## src/rtl/calseq_pkg.sv

```systemverilog
package calseq_pkg;

    typedef enum logic [1:0] {
        MODE_RUN       = 2'b00,
        MODE_SELF      = 2'b01,
        MODE_SYS_ZERO  = 2'b10,
        MODE_SYS_FULL  = 2'b11
    } cal_mode_e;

    typedef enum logic [1:0] {
        SRC_INPUT     = 2'b00,
        SRC_SHORT     = 2'b01,
        SRC_REFERENCE = 2'b10
    } src_e;

    typedef enum logic [2:0] {
        PH_IDLE,
        PH_SELF_ZERO,
        PH_SELF_FULL,
        PH_SYS_ZERO,
        PH_SYS_FULL,
        PH_TAIL
    } phase_e;

    typedef struct packed {
        logic data_we;
        logic full_we;
        logic zero_we;
    } reg_we_t;

    localparam int NUM_SLOTS = 3;

    function automatic src_e phase_source(phase_e p);
        case (p)
            PH_SELF_ZERO: return SRC_SHORT;
            PH_SELF_FULL: return SRC_REFERENCE;
            default:      return SRC_INPUT;
        endcase
    endfunction

    function automatic phase_e entry_phase(cal_mode_e m);
        case (m)
            MODE_SELF:     return PH_SELF_ZERO;
            MODE_SYS_ZERO: return PH_SYS_ZERO;
            MODE_SYS_FULL: return PH_SYS_FULL;
            default:       return PH_IDLE;
        endcase
    endfunction

    function automatic int max_of(int a, int b);
        return (a > b) ? a : b;
    endfunction

endpackage

```

## src/rtl/phase_timer.sv

```systemverilog
module phase_timer #(
    parameter int CW = 3
) (
    input  logic          clk,
    input  logic          rst,
    input  logic          clr,
    input  logic          tick,
    input  logic [CW-1:0] target,
    output logic          done
);
    logic [CW-1:0] cnt;

    assign done = tick && (cnt == target - CW'(1));

    always_ff @(posedge clk) begin
        if (rst)       cnt <= '0;
        else if (clr)  cnt <= '0;
        else if (tick) cnt <= cnt + CW'(1);
    end
endmodule

```

## src/rtl/cal_fsm.sv

```systemverilog
module cal_fsm
    import calseq_pkg::*;
#(
    parameter int SELF_ZERO_LEN = 3,
    parameter int SELF_FULL_LEN = 3,
    parameter int SYS_LEN       = 3,
    parameter int SELF_TAIL_LEN = 3,
    parameter int SYS_TAIL_LEN  = 1,
    parameter int CW            = 3
) (
    input  logic          clk,
    input  logic          rst,
    input  logic          rate_tick,
    input  logic          mode_wr,
    input  logic [1:0]    mode_wdata,
    input  logic          done,
    output logic          accept,
    output logic          timer_clr,
    output logic [CW-1:0] target,
    output reg_we_t       we,
    output logic [1:0]    mode_field,
    output logic [1:0]    cal_src
);
    cal_mode_e mode_q;
    phase_e    phase;
    logic      tail_self;

    assign accept     = mode_wr && (mode_q == MODE_RUN) && (mode_wdata != 2'b00);
    assign timer_clr  = accept || done;
    assign mode_field = mode_q;
    assign cal_src    = phase_source(phase);

    always_comb begin
        case (phase)
            PH_SELF_ZERO: target = CW'(SELF_ZERO_LEN);
            PH_SELF_FULL: target = CW'(SELF_FULL_LEN);
            PH_SYS_ZERO,
            PH_SYS_FULL:  target = CW'(SYS_LEN);
            PH_TAIL:      target = tail_self ? CW'(SELF_TAIL_LEN) : CW'(SYS_TAIL_LEN);
            default:      target = CW'(1);
        endcase
    end

    always_comb begin
        we = '0;
        if (!accept) begin
            case (phase)
                PH_IDLE:      we.data_we = rate_tick;
                PH_SELF_ZERO,
                PH_SYS_ZERO:  we.zero_we = done;
                PH_SELF_FULL,
                PH_SYS_FULL:  we.full_we = done;
                PH_TAIL:      we.data_we = done;
                default:      we = '0;
            endcase
        end
    end

    always_ff @(posedge clk) begin
        if (rst) begin
            mode_q    <= MODE_RUN;
            phase     <= PH_IDLE;
            tail_self <= 1'b0;
        end else if (accept) begin
            mode_q <= cal_mode_e'(mode_wdata);
            phase  <= entry_phase(cal_mode_e'(mode_wdata));
        end else if (done) begin
            case (phase)
                PH_SELF_ZERO: phase <= PH_SELF_FULL;
                PH_SELF_FULL: begin
                    mode_q    <= MODE_RUN;
                    phase     <= PH_TAIL;
                    tail_self <= 1'b1;
                end
                PH_SYS_ZERO,
                PH_SYS_FULL: begin
                    mode_q    <= MODE_RUN;
                    phase     <= PH_TAIL;
                    tail_self <= 1'b0;
                end
                PH_TAIL:      phase <= PH_IDLE;
                default:      phase <= phase;
            endcase
        end
    end
endmodule

```

## src/rtl/coef_regs.sv

```systemverilog
module coef_regs
    import calseq_pkg::*;
#(
    parameter int DW = 16
) (
    input  logic          clk,
    input  logic          rst,
    input  reg_we_t       we,
    input  logic [DW-1:0] result,
    output logic [DW-1:0] zero_coef,
    output logic [DW-1:0] full_coef,
    output logic [DW-1:0] data_word
);
    logic [NUM_SLOTS-1:0] we_vec;
    logic [DW-1:0]        slot [NUM_SLOTS];

    assign we_vec = {we.data_we, we.full_we, we.zero_we};

    for (genvar i = 0; i < NUM_SLOTS; i++) begin : g_slot
        always_ff @(posedge clk) begin
            if (rst)            slot[i] <= '0;
            else if (we_vec[i]) slot[i] <= result;
        end
    end

    assign zero_coef = slot[0];
    assign full_coef = slot[1];
    assign data_word = slot[2];
endmodule

```

## src/rtl/rdy_gen.sv

```systemverilog
module rdy_gen (
    input  logic clk,
    input  logic rst,
    input  logic raise_req,
    input  logic mod_tick,
    input  logic drop,
    output logic rdy_n
);
    logic pending;

    always_ff @(posedge clk) begin
        if (rst) begin
            rdy_n   <= 1'b1;
            pending <= 1'b0;
        end else if (drop) begin
            rdy_n   <= 1'b0;
            pending <= 1'b0;
        end else if ((raise_req || pending) && mod_tick) begin
            rdy_n   <= 1'b1;
            pending <= 1'b0;
        end else if (raise_req) begin
            pending <= 1'b1;
        end
    end
endmodule

```

## src/rtl/cal_seq_ctrl.sv

```systemverilog
module cal_seq_ctrl
    import calseq_pkg::*;
#(
    parameter int DW            = 16,
    parameter int SELF_ZERO_LEN = 3,
    parameter int SELF_FULL_LEN = 3,
    parameter int SYS_LEN       = 3,
    parameter int SELF_TAIL_LEN = 3,
    parameter int SYS_TAIL_LEN  = 1
) (
    input  logic          clk,
    input  logic          rst,
    input  logic          rate_tick,
    input  logic          mod_tick,
    input  logic          mode_wr,
    input  logic [1:0]    mode_wdata,
    input  logic [DW-1:0] conv_result,
    output logic [1:0]    mode_field,
    output logic [1:0]    cal_src,
    output logic          rdy_n,
    output logic [DW-1:0] zero_coef,
    output logic [DW-1:0] full_coef,
    output logic [DW-1:0] data_word
);
    localparam int MAX_LEN = max_of(max_of(max_of(SELF_ZERO_LEN, SELF_FULL_LEN),
                                           max_of(SYS_LEN, SELF_TAIL_LEN)), SYS_TAIL_LEN);
    localparam int CW      = $clog2(MAX_LEN + 1);

    logic          accept;
    logic          timer_clr;
    logic          done;
    logic [CW-1:0] target;
    reg_we_t       we;

    phase_timer #(.CW(CW)) u_timer (
        .clk    (clk),
        .rst    (rst),
        .clr    (timer_clr),
        .tick   (rate_tick),
        .target (target),
        .done   (done)
    );

    cal_fsm #(
        .SELF_ZERO_LEN (SELF_ZERO_LEN),
        .SELF_FULL_LEN (SELF_FULL_LEN),
        .SYS_LEN       (SYS_LEN),
        .SELF_TAIL_LEN (SELF_TAIL_LEN),
        .SYS_TAIL_LEN  (SYS_TAIL_LEN),
        .CW            (CW)
    ) u_fsm (
        .clk        (clk),
        .rst        (rst),
        .rate_tick  (rate_tick),
        .mode_wr    (mode_wr),
        .mode_wdata (mode_wdata),
        .done       (done),
        .accept     (accept),
        .timer_clr  (timer_clr),
        .target     (target),
        .we         (we),
        .mode_field (mode_field),
        .cal_src    (cal_src)
    );

    coef_regs #(.DW(DW)) u_regs (
        .clk       (clk),
        .rst       (rst),
        .we        (we),
        .result    (conv_result),
        .zero_coef (zero_coef),
        .full_coef (full_coef),
        .data_word (data_word)
    );

    rdy_gen u_rdy (
        .clk       (clk),
        .rst       (rst),
        .raise_req (accept),
        .mod_tick  (mod_tick),
        .drop      (we.data_we),
        .rdy_n     (rdy_n)
    );
endmodule

```

## config.mk

```make
export PLATFORM = sky130hd
export DESIGN_NAME = cal_seq_ctrl
export DESIGN_NICKNAME = d
export VERILOG_FILES = /design/src/rtl/calseq_pkg.sv /design/src/rtl/phase_timer.sv /design/src/rtl/cal_fsm.sv /design/src/rtl/coef_regs.sv /design/src/rtl/rdy_gen.sv /design/src/rtl/cal_seq_ctrl.sv
export SDC_FILE = /design/constraint.sdc
export NUM_CORES = 1
export LEC_CHECK = 0
export BUFFER_PORTS_ARGS = -buffer_cell sky130_fd_sc_hd__buf_2
export CAP_MARGIN = 20
export CORE_AREA = 2 2 79 81
export DETAILED_ROUTE_END_ITERATION = 7
export DIE_AREA = 0 0 81 83
export PLACE_DENSITY = 0.74
export SLEW_MARGIN = 10
export SYNTH_ARGS = -nofsm -noshare
export SYNTH_HDL_FRONTEND = slang
export SYNTH_HIERARCHICAL = 1
export SYNTH_SLANG_ARGS = --single-unit
```

## constraint.sdc

```tcl
create_clock -name clk -period 2.85 [get_ports clk]
set_input_delay 0.285 -clock clk [delete_from_list [all_inputs] [get_ports clk]]
set_output_delay 0.285 -clock clk [all_outputs]
set_load 0.1 [all_outputs]
```

==> results.tsv, run 1 <==
stage	metric	value	unit
status	status	complete, no violations	
power_and_ir_drop	Max VDD drop	0.000354	V
global_routing	largest net degree at the start of global routing	58	
yosys	synthesized flop and latch total	58	
global_routing	GRT Residual Overflow	0	
cts	CTS H-tree lvls	3	
cts	root buf cell	clkbuf_8	
yosys	yosys warns	6	
cts	Worst-path clk slew	0.07	ns
floorplanning	core footprint	0.00582	sq mm
cts	CTS tree	done	
placed_design	dpl cells	331	
route	WL/cell	14.6	um
route	metal3 WL	359	um
power_and_ir_drop	Final Power	2.40	mW
layout	Area Overhead vs Synth	24.7	%
route	Via density	5.09	
yosys	mean area per synthesized cell	14.1	sq um
sta	count of final max-slew check failures	0	
floorplanning	I/O pin total	76	
setup_path	Setup crit end kind	flip-flop	
yosys	ys flop type	edfxtp_1	
power_and_ir_drop	Pwr per Cell Area	727	mW/mm^2
global_routing	GRT Overall Usage	15.7	%
floorplanning	Die Wd	81	um
route	met2 WL	2.53	mm
sta	worst hold margin	0.153	ns
layout	most common cell after layout, fill and taps aside	buf_2	
yosys	Mapped Nets	213	
layout	final std cells w/o fill	347	
layout	design area	0.00330	sq mm
cts	CTS buffer count	9	
yosys	asr flop ratio synth	0	%
sta	min cycle time layout	2.38	ns
sta	RSZ-0062 raised after global routing	false	
placed_design	IO buf count	75	
setup_path	Startpoint Class	flip-flop	
yosys	post-synth top area share	54.5	%
sta	final-report hold violation count	0	
route	DR top layer	met4	
sta	Period Utilization, post-route	83.6	%
floorplanning	starting density of the core	45.5	%
route	final WL	5.07	mm
setup_path	maximum fanout along the worst path	16	
yosys	Mapped Area	0.00265	sq mm
min_path	worst min-delay path category	primary input to flip-flop	
layout	layout cells sized above 1	55.5	%
floorplanning	# rows	28	
cts	maximum clock insertion buffer count	2	
setup_path	worst setup path class	flip-flop to flip-flop	
cts	clk sink count	58	
yosys	Post-Synthesis Cells	187	
cts	CTS hold repair buffers	0	
cts	Clk Latency, worst-skew pair	0.32	ns
route	post-route ant nets	0	
route	DRC	0	
yosys	area leader, netlist	edfxtp_1	
route	WL met1	2.11	mm
power_and_ir_drop	total leakage power	1.56	nW
global_routing	vias in the first global route	1638	
layout	commonest cells after routing, fill and taps aside	buf_2, edfxtp_1, and3b_2, dfxtp_1, clkbuf_8	
setup_path	critical path arrival	2.35	ns
sta	Final setup viols	0	
yosys	Yosys cell types	36	
sta	max frequency	420	MHz
floorplanning	DIE AREA	0.00672	sq mm
global_routing	initial antenna violation count	0	
yosys	EDFF count, synth	48	
route	iteration-0 DRC count of the detailed router	110	
placed_design	DP Worst Slack	0.230	ns
sta	Clock Skew	0.00921	ns
placed_design	GP Congestion	0.782	
yosys	sequential cell area fraction in the yosys report	62.1	%
layout	diodes inserted	0	
route	Pre-antenna DRT Iters	4	
floorplanning	Die Ht	83	um
route	via count	1766	
placed_design	DP Area	0.00310	sq mm
placed_design	post-detail-place hpwl	3.45	mm
sta	final setup margin	0.468	ns
global_routing	first-pass GRT wire length	7.91	mm
yosys	ranking of synthesized cells by area	edfxtp_1, and3b_2, dfxtp_1	
sta	Fin Setup TNS	0	ns
layout	post-layout net count	293	
layout	Core Util, Final	56.7	%
setup_path	Req. time, crit path	2.82	ns
flow_run	maxcap violations	0	
## report_power, final
part	switching [mW]	internal, mW	total, mW
combinational	0.538	0.121	0.659
sequential	0.0285	0.984	1.01
clock	0.326	0.400	0.726
## registers in the layout, indices dropped and copies added (netlist names)
name / count
u_fsm/phase: 3
u_regs/slot: 48
u_rdy/pending: 1
u_fsm/tail_self: 1
u_timer/cnt: 2
u_fsm/mode_field: 2
u_rdy/rdy_n: 1
## synthesized netlist by cell type, types with 4 or more instances
cell type  instances
buf_2              6
or2_1              4
edfxtp_1          48
nor2b_1            6
o21ai_0            4
nand2_1            4
inv_1              6
nor2_1             7
buf_4              4
dfxtp_1           10
and3b_1            4
and3b_2           44
## routing by layer
metal,vias up,GRT usage (%)
met5,-,0
met2,68,25.1
met3,6,4.13
met1,844,19.5
met4,0,7.55
li1,848,-
## path summary, 6_finish.rpt
path	from	end	slack (ns)	cells after the start
worst max-delay path	u_fsm/phase[1]$_SDFFE_PP0P_	u_regs/slot[0][3]$_SDFFCE_PN0P_	0.47	8
worst min-delay path	mod_tick	u_rdy/pending$_SDFFE_PP0P_	0.15	2
worst max register to register	u_fsm/phase[1]$_SDFFE_PP0P_	u_regs/slot[0][3]$_SDFFCE_PN0P_	0.47	8
worst min register to register	u_rdy/rdy_n$_SDFFE_PP1P_	u_rdy/rdy_n$_SDFFE_PP1P_	0.51	2
## cell type report
| cell class | count | area, sq um |
|---|---|---|
| Fill cell | 509 | 2520 |
| Inverter | 7 | 26.3 |
| Clock inverter | 7 | 70.1 |
| Clock buffer | 9 | 124 |
| Timing Repair Buffer | 83 | 435 |
| Multi-Input combinational cell | 108 | 907 |
| Tap cell | 75 | 93.8 |
| Sequential cell | 58 | 1640 |
## critical path, cell delays in order (launching register included)
cell     delay (ns)
dfxtp_1        0.55
o21ai_0        0.15
o31a_1         0.13
xnor2_1        0.17
mux2i_1        0.21
buf_4          0.17
nand2_1        0.10
nor2_1         0.13
or2_2          0.41
## repair_timing
| item | CTS | global route |
|---|---|---|
| gates resized for setup | 0 | 1 |
| setup endpoints to repair | 0 | 16 |
| buffers inserted | 0 | 0 |
## kinds of logic after synthesis
logic type | Yosys count | synth area share [%]
mux | 2 | 0.757
fa+ha+maj | 3 | 1.42
compound gates | 18 | 5.30
buf+inv | 21 | 4.12
xor+xnor | 3 | 0.994
other cells | 1 | 0.142
flops | 58 | 62.1
simple gates | 81 | 25.2
Note: power is estimated with default switching activity, not from simulation.
==> run 2: changes to the inputs <==
==> constraint.sdc (replaced) <==
create_clock -name clk -period 1.9 [get_ports clk]
set_input_delay 0.19 -clock clk [delete_from_list [all_inputs] [get_ports clk]]
set_output_delay 0.19 -clock clk [all_outputs]
set_load 0.1 [all_outputs]
==> results.tsv, run 2 (synthesis gave the netlist of run 1 again) <==
stage	metric	value	unit	change
layout	largest registers	u_regs/slot x48, u_fsm/phase x3		
sta	count of final max-slew check failures	0		unchanged
power_and_ir_drop	Comb power frac	29.7	%	+2.2 points
sta	Period Utilization, post-route	118	%	+34 points
cts	CTS tree	done		
global_routing	M3 GR Usage	5.76	%	+1.6 points
sta	worst hold margin	0.0931	ns	-0.0601 ns
floorplanning	core footprint	0.00582	sq mm	unchanged
floorplanning	starting density of the core	45.5	%	unchanged
global_routing	met2 usage	27.0	%	+2.0 points
route	WL/cell	15.3	um	+4.7%
route	Via density	5.04		-1.0%
setup_path	Setup crit end kind	flip-flop		
route	via count	1869		+5.8%
setup_path	slowest CP cell	dfxtp_2		
cts	maximum clock insertion buffer count	2		unchanged
cts	clk sink count	58		unchanged
power_and_ir_drop	Clk pwr share	30.9	%	+0.6 points
placed_design	GP Congestion	0.854		+9.2%
layout	most common cell after layout, fill and taps aside	buf_2		
placed_design	post-detail-place hpwl	3.64	mm	+5.6%
cts	root buf cell	clkbuf_8		
global_routing	largest net degree at the start of global routing	28		-52%
sta	min cycle time layout	2.24	ns	-0.139 ns
power_and_ir_drop	Sw Pwr	1.35	mW	+52%
layout	final std cells w/o fill	371		+6.9%
power_and_ir_drop	Final Power	3.84	mW	+60%
route	post-route ant nets	0		unchanged
route	iteration-0 DRC count of the detailed router	96		-13%
min_path	worst min-delay path category	primary input to flip-flop		
layout	Core Util, Final	61.9	%	+5.2 points
setup_path	Crit. Startpoint	u_fsm/phase[0]$_SDFFE_PP0P_		
floorplanning	I/O pin total	76		unchanged
setup_path	worst reg-to-reg setup slack	-0.34	ns	-0.81 ns
cts	CTS buffer count	9		unchanged
layout	Top reg by flops	u_regs/slot		
sta	RSZ-0062 raised after global routing	true		
setup_path	crit-path max cell delay	0.33	ns	-0.22 ns
setup_path	Startpoint Class	flip-flop		
route	Pre-antenna DRT Iters	4		unchanged
cts	CTS hold repair buffers	0		unchanged
power_and_ir_drop	Int Pwr	2.49	mW	+65%
power_and_ir_drop	total leakage power	1.72	nW	+10%
sta	final-report hold violation count	0		unchanged
layout	Area Overhead vs Synth	36.2	%	
power_and_ir_drop	Max VDD drop	0.000570	V	+61%
setup_path	worst setup path class	flip-flop to flip-flop		
floorplanning	# rows	28		unchanged
setup_path	Req. time, crit path	1.93	ns	-0.89 ns
layout	layout cells sized above 1	63.2	%	+7.7 points
sta	final setup margin	-0.344	ns	-0.811 ns
cts	Clk Latency, worst-skew pair	0.33	ns	about the same
flow_run	maxcap violations	0		unchanged
layout	max FFs per register	48		unchanged
global_routing	GRT Residual Overflow	0		unchanged
floorplanning	Die Wd	81	um	unchanged
setup_path	maximum fanout along the worst path	8		-8
route	DRC	0		unchanged
global_routing	vias in the first global route	1796		+9.6%
route	final WL	5.67	mm	+12%
layout	post-layout net count	317		+8.2%
power_and_ir_drop	Sw Ratio	35.3	%	-2.0 points
setup_path	end point of the critical path	u_regs/slot[0][15]$_SDFFCE_PN0P_		
power_and_ir_drop	Flop pwr share	39.4	%	-2.8 points
sta	Final setup viols	105		+105
global_routing	global route hottest layer	met2		
status	failing checks	setup timing		
global_routing	met1 Use GR	21.5	%	+2.0 points
global_routing	initial antenna violation count	0		unchanged
status	status	finished, violations left		
placed_design	IO buf count	75		unchanged
setup_path	Reg2Reg Depth	10		+2
global_routing	GRT Overall Usage	17.6	%	+1.9 points
sta	Fin Setup TNS	-29.81	ns	-29.81 ns
sta	Clock Skew	0.00531	ns	-0.00390 ns
setup_path	critical path arrival	2.27	ns	-0.08 ns
sta	max frequency	446	MHz	+6.2%
power_and_ir_drop	Pwr per Cell Area	1070	mW/mm^2	+47%
layout	commonest cells after routing, fill and taps aside	buf_2, edfxtp_1, and3b_2, buf_4, clkbuf_8		
layout	diodes inserted	0		unchanged
cts	Worst-path clk slew	0.06	ns	about the same
setup_path	r2r endpoint	u_regs/slot[0][15]$_SDFFCE_PN0P_		
placed_design	dpl cells	345		+4.2%
setup_path	Critical Path, Cell by Cell	nor2b_1, o21ai_1, o31a_1, xnor2_2, mux2i_2, buf_4, nand2_4, buf_6, nor2_4, or2_4		
floorplanning	DIE AREA	0.00672	sq mm	unchanged
setup_path	Worst R2R Start	u_fsm/phase[0]$_SDFFE_PP0P_		
floorplanning	Die Ht	83	um	unchanged
cts	CTS H-tree lvls	3		unchanged
global_routing	first-pass GRT wire length	8.65	mm	+9.3%
run 2: changes by cell type in the layout (fill, tap and decap cells not counted), moves of 2 or more:
cell        previous run  this run
nor2b_1                6         4
buf_6                  0         5
o21ai_0                4         2
dfxtp_2                0         3
buf_2                 75        73
clkinvlp_4             3         1
or2_4                  1         6
dfxtp_1               10         7
buf_4                  8        24
run 2: layer usage:
layer / up-vias / part of all wire, % / wire length (um)
li1: 902 / - / -
met1: 868 / 41 / 2340
met2: 86 / 49 / 2770
met3: 13 / 7.4 / 417
met4: 0 / 2.5 / 144
met5: - / 0 / 0
run 2: critical path, delay by kind of cell, from the launching register on:
family | cells | cell delay [ns]
compound gates | 2 | 0.37
xor+xnor | 1 | 0.13
buf+inv | 2 | 0.30
flops | 1 | 0.33
mux | 1 | 0.26
simple gates | 4 | 0.56
run 2: stage by stage:
stage	worst slack, ns	instance area, sq um
2_1_floorplan	-0.525	2690
3_3_place_gp	-0.187	3230
3_5_place_dp	-0.264	3230
4_1_cts	-0.197	3500
5_1_grt	-0.421	3600
6_report	-0.344	3600
run 2: worst min path at each step:
| stage | startpoint | endpoint | slack, ns | cells after the start |
|---|---|---|---|---|
| finish | mod_tick | u_rdy/pending$_SDFFE_PP0P_ | 0.09 | 2 |
| global route | mod_tick | u_rdy/pending$_SDFFE_PP0P_ | 0.07 | 2 |
| CTS | mod_tick | u_rdy/pending$_SDFFE_PP0P_ | 0.03 | 2 |
| global placement | mod_tick | u_rdy/pending$_SDFFE_PP0P_ | 0.38 | 2 |
| detailed placement | mod_tick | u_rdy/pending$_SDFFE_PP0P_ | 0.39 | 2 |
| floorplan | rst | u_rdy/pending$_SDFFE_PP0P_ | 0.26 | 1 |
run 2: layout make-up:
class / instances / area (sq um)
Clock buffer: 10 / 128
Clock inverter: 6 / 81.3
Fill cell: 478 / 2210
Inverter: 7 / 26.3
Multi-Input combinational cell: 111 / 998
Sequential cell: 58 / 1650
Tap cell: 75 / 93.8
Timing Repair Buffer: 104 / 629
run 2: power groups by stage:
stage	registers (mW)	clock network, mW	logic (mW)
2_1_floorplan	2.11	0	0.271
3_3_place_gp	1.54	0	1.04
3_5_place_dp	1.54	0	1.04
4_1_cts	1.51	1.22	1.08
5_1_grt	1.52	1.29	1.19
6_report	1.51	1.18	1.14
run 2: what timing repair did:
item                       in CTS  in global routing
setup endpoints to repair     103                105
setup buffers                   5                  4
gates resized for setup         6                 20
gates cloned                    2                  1
pin swaps                       4                 12
==> run 3: changes to the inputs <==
--- a/config.mk
+++ b/config.mk
@@ -10,6 +10,7 @@
 export CORE_AREA = 2 2 79 81
 export DETAILED_ROUTE_END_ITERATION = 7
 export DIE_AREA = 0 0 81 83
+export MAX_ROUTING_LAYER = met4
 export PLACE_DENSITY = 0.74
 export SLEW_MARGIN = 10
 export SYNTH_ARGS = -nofsm -noshare
==> results.tsv, run 3 (synthesis gave the netlist of run 1 again) <==
stage	metric	value	unit	change
setup_path	Startpoint Class	flip-flop		
route	Via density	5.04		unchanged
cts	CTS H-tree lvls	3		unchanged
layout	Area Overhead vs Synth	36.2	%	unchanged
sta	final setup margin	-0.344	ns	+0.0000160 ns
placed_design	post-detail-place hpwl	3.64	mm	unchanged
layout	largest registers	u_regs/slot x48, u_fsm/phase x3		
global_routing	largest net degree at the start of global routing	28		unchanged
layout	most common cell after layout, fill and taps aside	buf_2		
setup_path	Worst R2R Start	u_fsm/phase[0]$_SDFFE_PP0P_		
floorplanning	# rows	28		unchanged
status	failing checks	setup timing		
route	via count	1869		unchanged
cts	clk sink count	58		unchanged
min_path	worst min-delay path category	primary input to flip-flop		
layout	Top reg by flops	u_regs/slot		
layout	Core Util, Final	61.9	%	unchanged
cts	root buf cell	clkbuf_8		
floorplanning	starting density of the core	45.5	%	unchanged
layout	area of the multi-input gates	998	sq um	unchanged
global_routing	GRT Overall Usage	18.1	%	+0.45 points
setup_path	Crit. Startpoint	u_fsm/phase[0]$_SDFFE_PP0P_		
setup_path	critical path arrival	2.27	ns	about the same
sta	count of final max-slew check failures	0		unchanged
cts	CTS tree	done		
global_routing	first-pass GRT wire length	8.62	mm	-0.31%
cts	maximum clock insertion buffer count	2		unchanged
min_path	hold_sp	mod_tick		
power_and_ir_drop	Max VDD drop	0.000570	V	unchanged
layout	Filler cells	478		unchanged
layout	diodes inserted	0		unchanged
setup_path	worst setup path class	flip-flop to flip-flop		
setup_path	Req. time, crit path	1.93	ns	about the same
sta	min cycle time layout	2.24	ns	-0.0000160 ns
sta	Fin Setup TNS	-29.81	ns	+0.00220 ns
floorplanning	I/O pin total	76		unchanged
setup_path	Setup crit end kind	flip-flop		
layout	max FFs per register	48		unchanged
sta	Final setup viols	105		unchanged
setup_path	maximum fanout along the worst path	8		unchanged
sta	final-report hold violation count	0		unchanged
flow_run	maxcap violations	0		unchanged
cts	Worst-path clk slew	0.06	ns	about the same
sta	max frequency	446	MHz	about the same
layout	post-layout net count	317		unchanged
route	Pre-antenna DRT Iters	4		unchanged
route	DRC	0		unchanged
placed_design	IO buf count	75		unchanged
layout	FF/Latch Area	0.00165	sq mm	unchanged
floorplanning	core footprint	0.00582	sq mm	unchanged
floorplanning	DIE AREA	0.00672	sq mm	unchanged
route	post-route ant nets	0		unchanged
sta	Clock Skew	0.00531	ns	-0.000000550 ns
route	WL/cell	15.3	um	about the same
floorplanning	Die Ht	83	um	unchanged
global_routing	GRT Residual Overflow	0		unchanged
power_and_ir_drop	Pwr per Cell Area	1070	mW/mm^2	about the same
sta	Period Utilization, post-route	118	%	about the same
global_routing	vias in the first global route	1793		-0.17%
cts	Clk Latency, worst-skew pair	0.33	ns	about the same
layout	commonest cells after routing, fill and taps aside	buf_2, edfxtp_1, and3b_2, buf_4, clkbuf_8		
status	status	finished, violations left		
sta	RSZ-0062 raised after global routing	true		
power_and_ir_drop	total leakage power	1.72	nW	unchanged
floorplanning	Die Wd	81	um	unchanged
global_routing	initial antenna violation count	0		unchanged
layout	layout cells sized above 1	63.2	%	unchanged
cts	CTS buffer count	9		unchanged
route	final WL	5.67	mm	about the same
placed_design	GP Congestion	0.867		+1.6%
route	iteration-0 DRC count of the detailed router	97		+1.0%
run 3: final timing paths:
| path | endpoint | slack (ns) | depth (start not counted) |
|---|---|---|---|
| min | u_rdy/pending$_SDFFE_PP0P_ | 0.09 | 2 |
| min reg2reg | u_fsm/mode_field[1]$_SDFFE_PP0P_ | 0.50 | 1 |
| max | u_regs/slot[0][15]$_SDFFCE_PN0P_ | -0.34 | 10 |
| max reg2reg | u_regs/slot[0][15]$_SDFFCE_PN0P_ | -0.34 | 10 |
run 3: what timing repair did:
item / in CTS / in global routing
buffers inserted: 5 / 4
endpoints found under the setup margin: 103 / 105
pin swaps: 4 / 12
cloned: 2 / 1
hold buffers: 0 / 0
resized for setup: 6 / 20
run 3: where the power goes:
group	internal, mW	switching, mW	total [mW]
Combinational	0.278	0.863	1.14
Sequential	1.48	0.0355	1.51
Clock	0.729	0.456	1.18
Total	2.49	1.35	3.84
run 3: layout make-up:
type                            count  share of cell area [%]
Clock inverter                      6                    2.26
Clock buffer                       10                    3.54
Inverter                            7                   0.729
Multi-Input combinational cell    111                    27.7
Sequential cell                    58                    45.7
Tap cell                           75                    2.61
Timing Repair Buffer              104                    17.5
run 3: worst max-delay path, stage by stage (launching register included):
cell	delay [ns]
dfxtp_2	0.33
nor2b_1	0.13
o21ai_1	0.16
o31a_1	0.21
xnor2_2	0.13
mux2i_2	0.26
buf_4	0.17
nand2_4	0.06
buf_6	0.13
nor2_4	0.14
or2_4	0.23
run 3: per-stage QoR:
stage          hold slack (ns)  cells  total power [mW]  setup WS [ns]  area [sq um]
2_1_floorplan            0.262    187              2.39         -0.525          2690
3_3_place_gp             0.380    345              2.58         -0.187          3230
3_5_place_dp             0.391    345              2.58         -0.264          3230
4_1_cts                 0.0272    367              3.81         -0.197          3500
5_1_grt                 0.0734    371              4.00         -0.421          3600
6_report                0.0931    371              3.84         -0.344          3600
run 3: layer usage:
metal | routed length (um) | share of wire (%) | vias up | track usage [%]
li1 | - | - | 902 | -
met1 | 2340 | 41 | 868 | 21.2
met2 | 2770 | 49 | 86 | 27.2
met3 | 416 | 7.3 | 13 | 5.76
met4 | 144 | 2.5 | 0 | 10.0
met5 | 0 | 0 | - | -
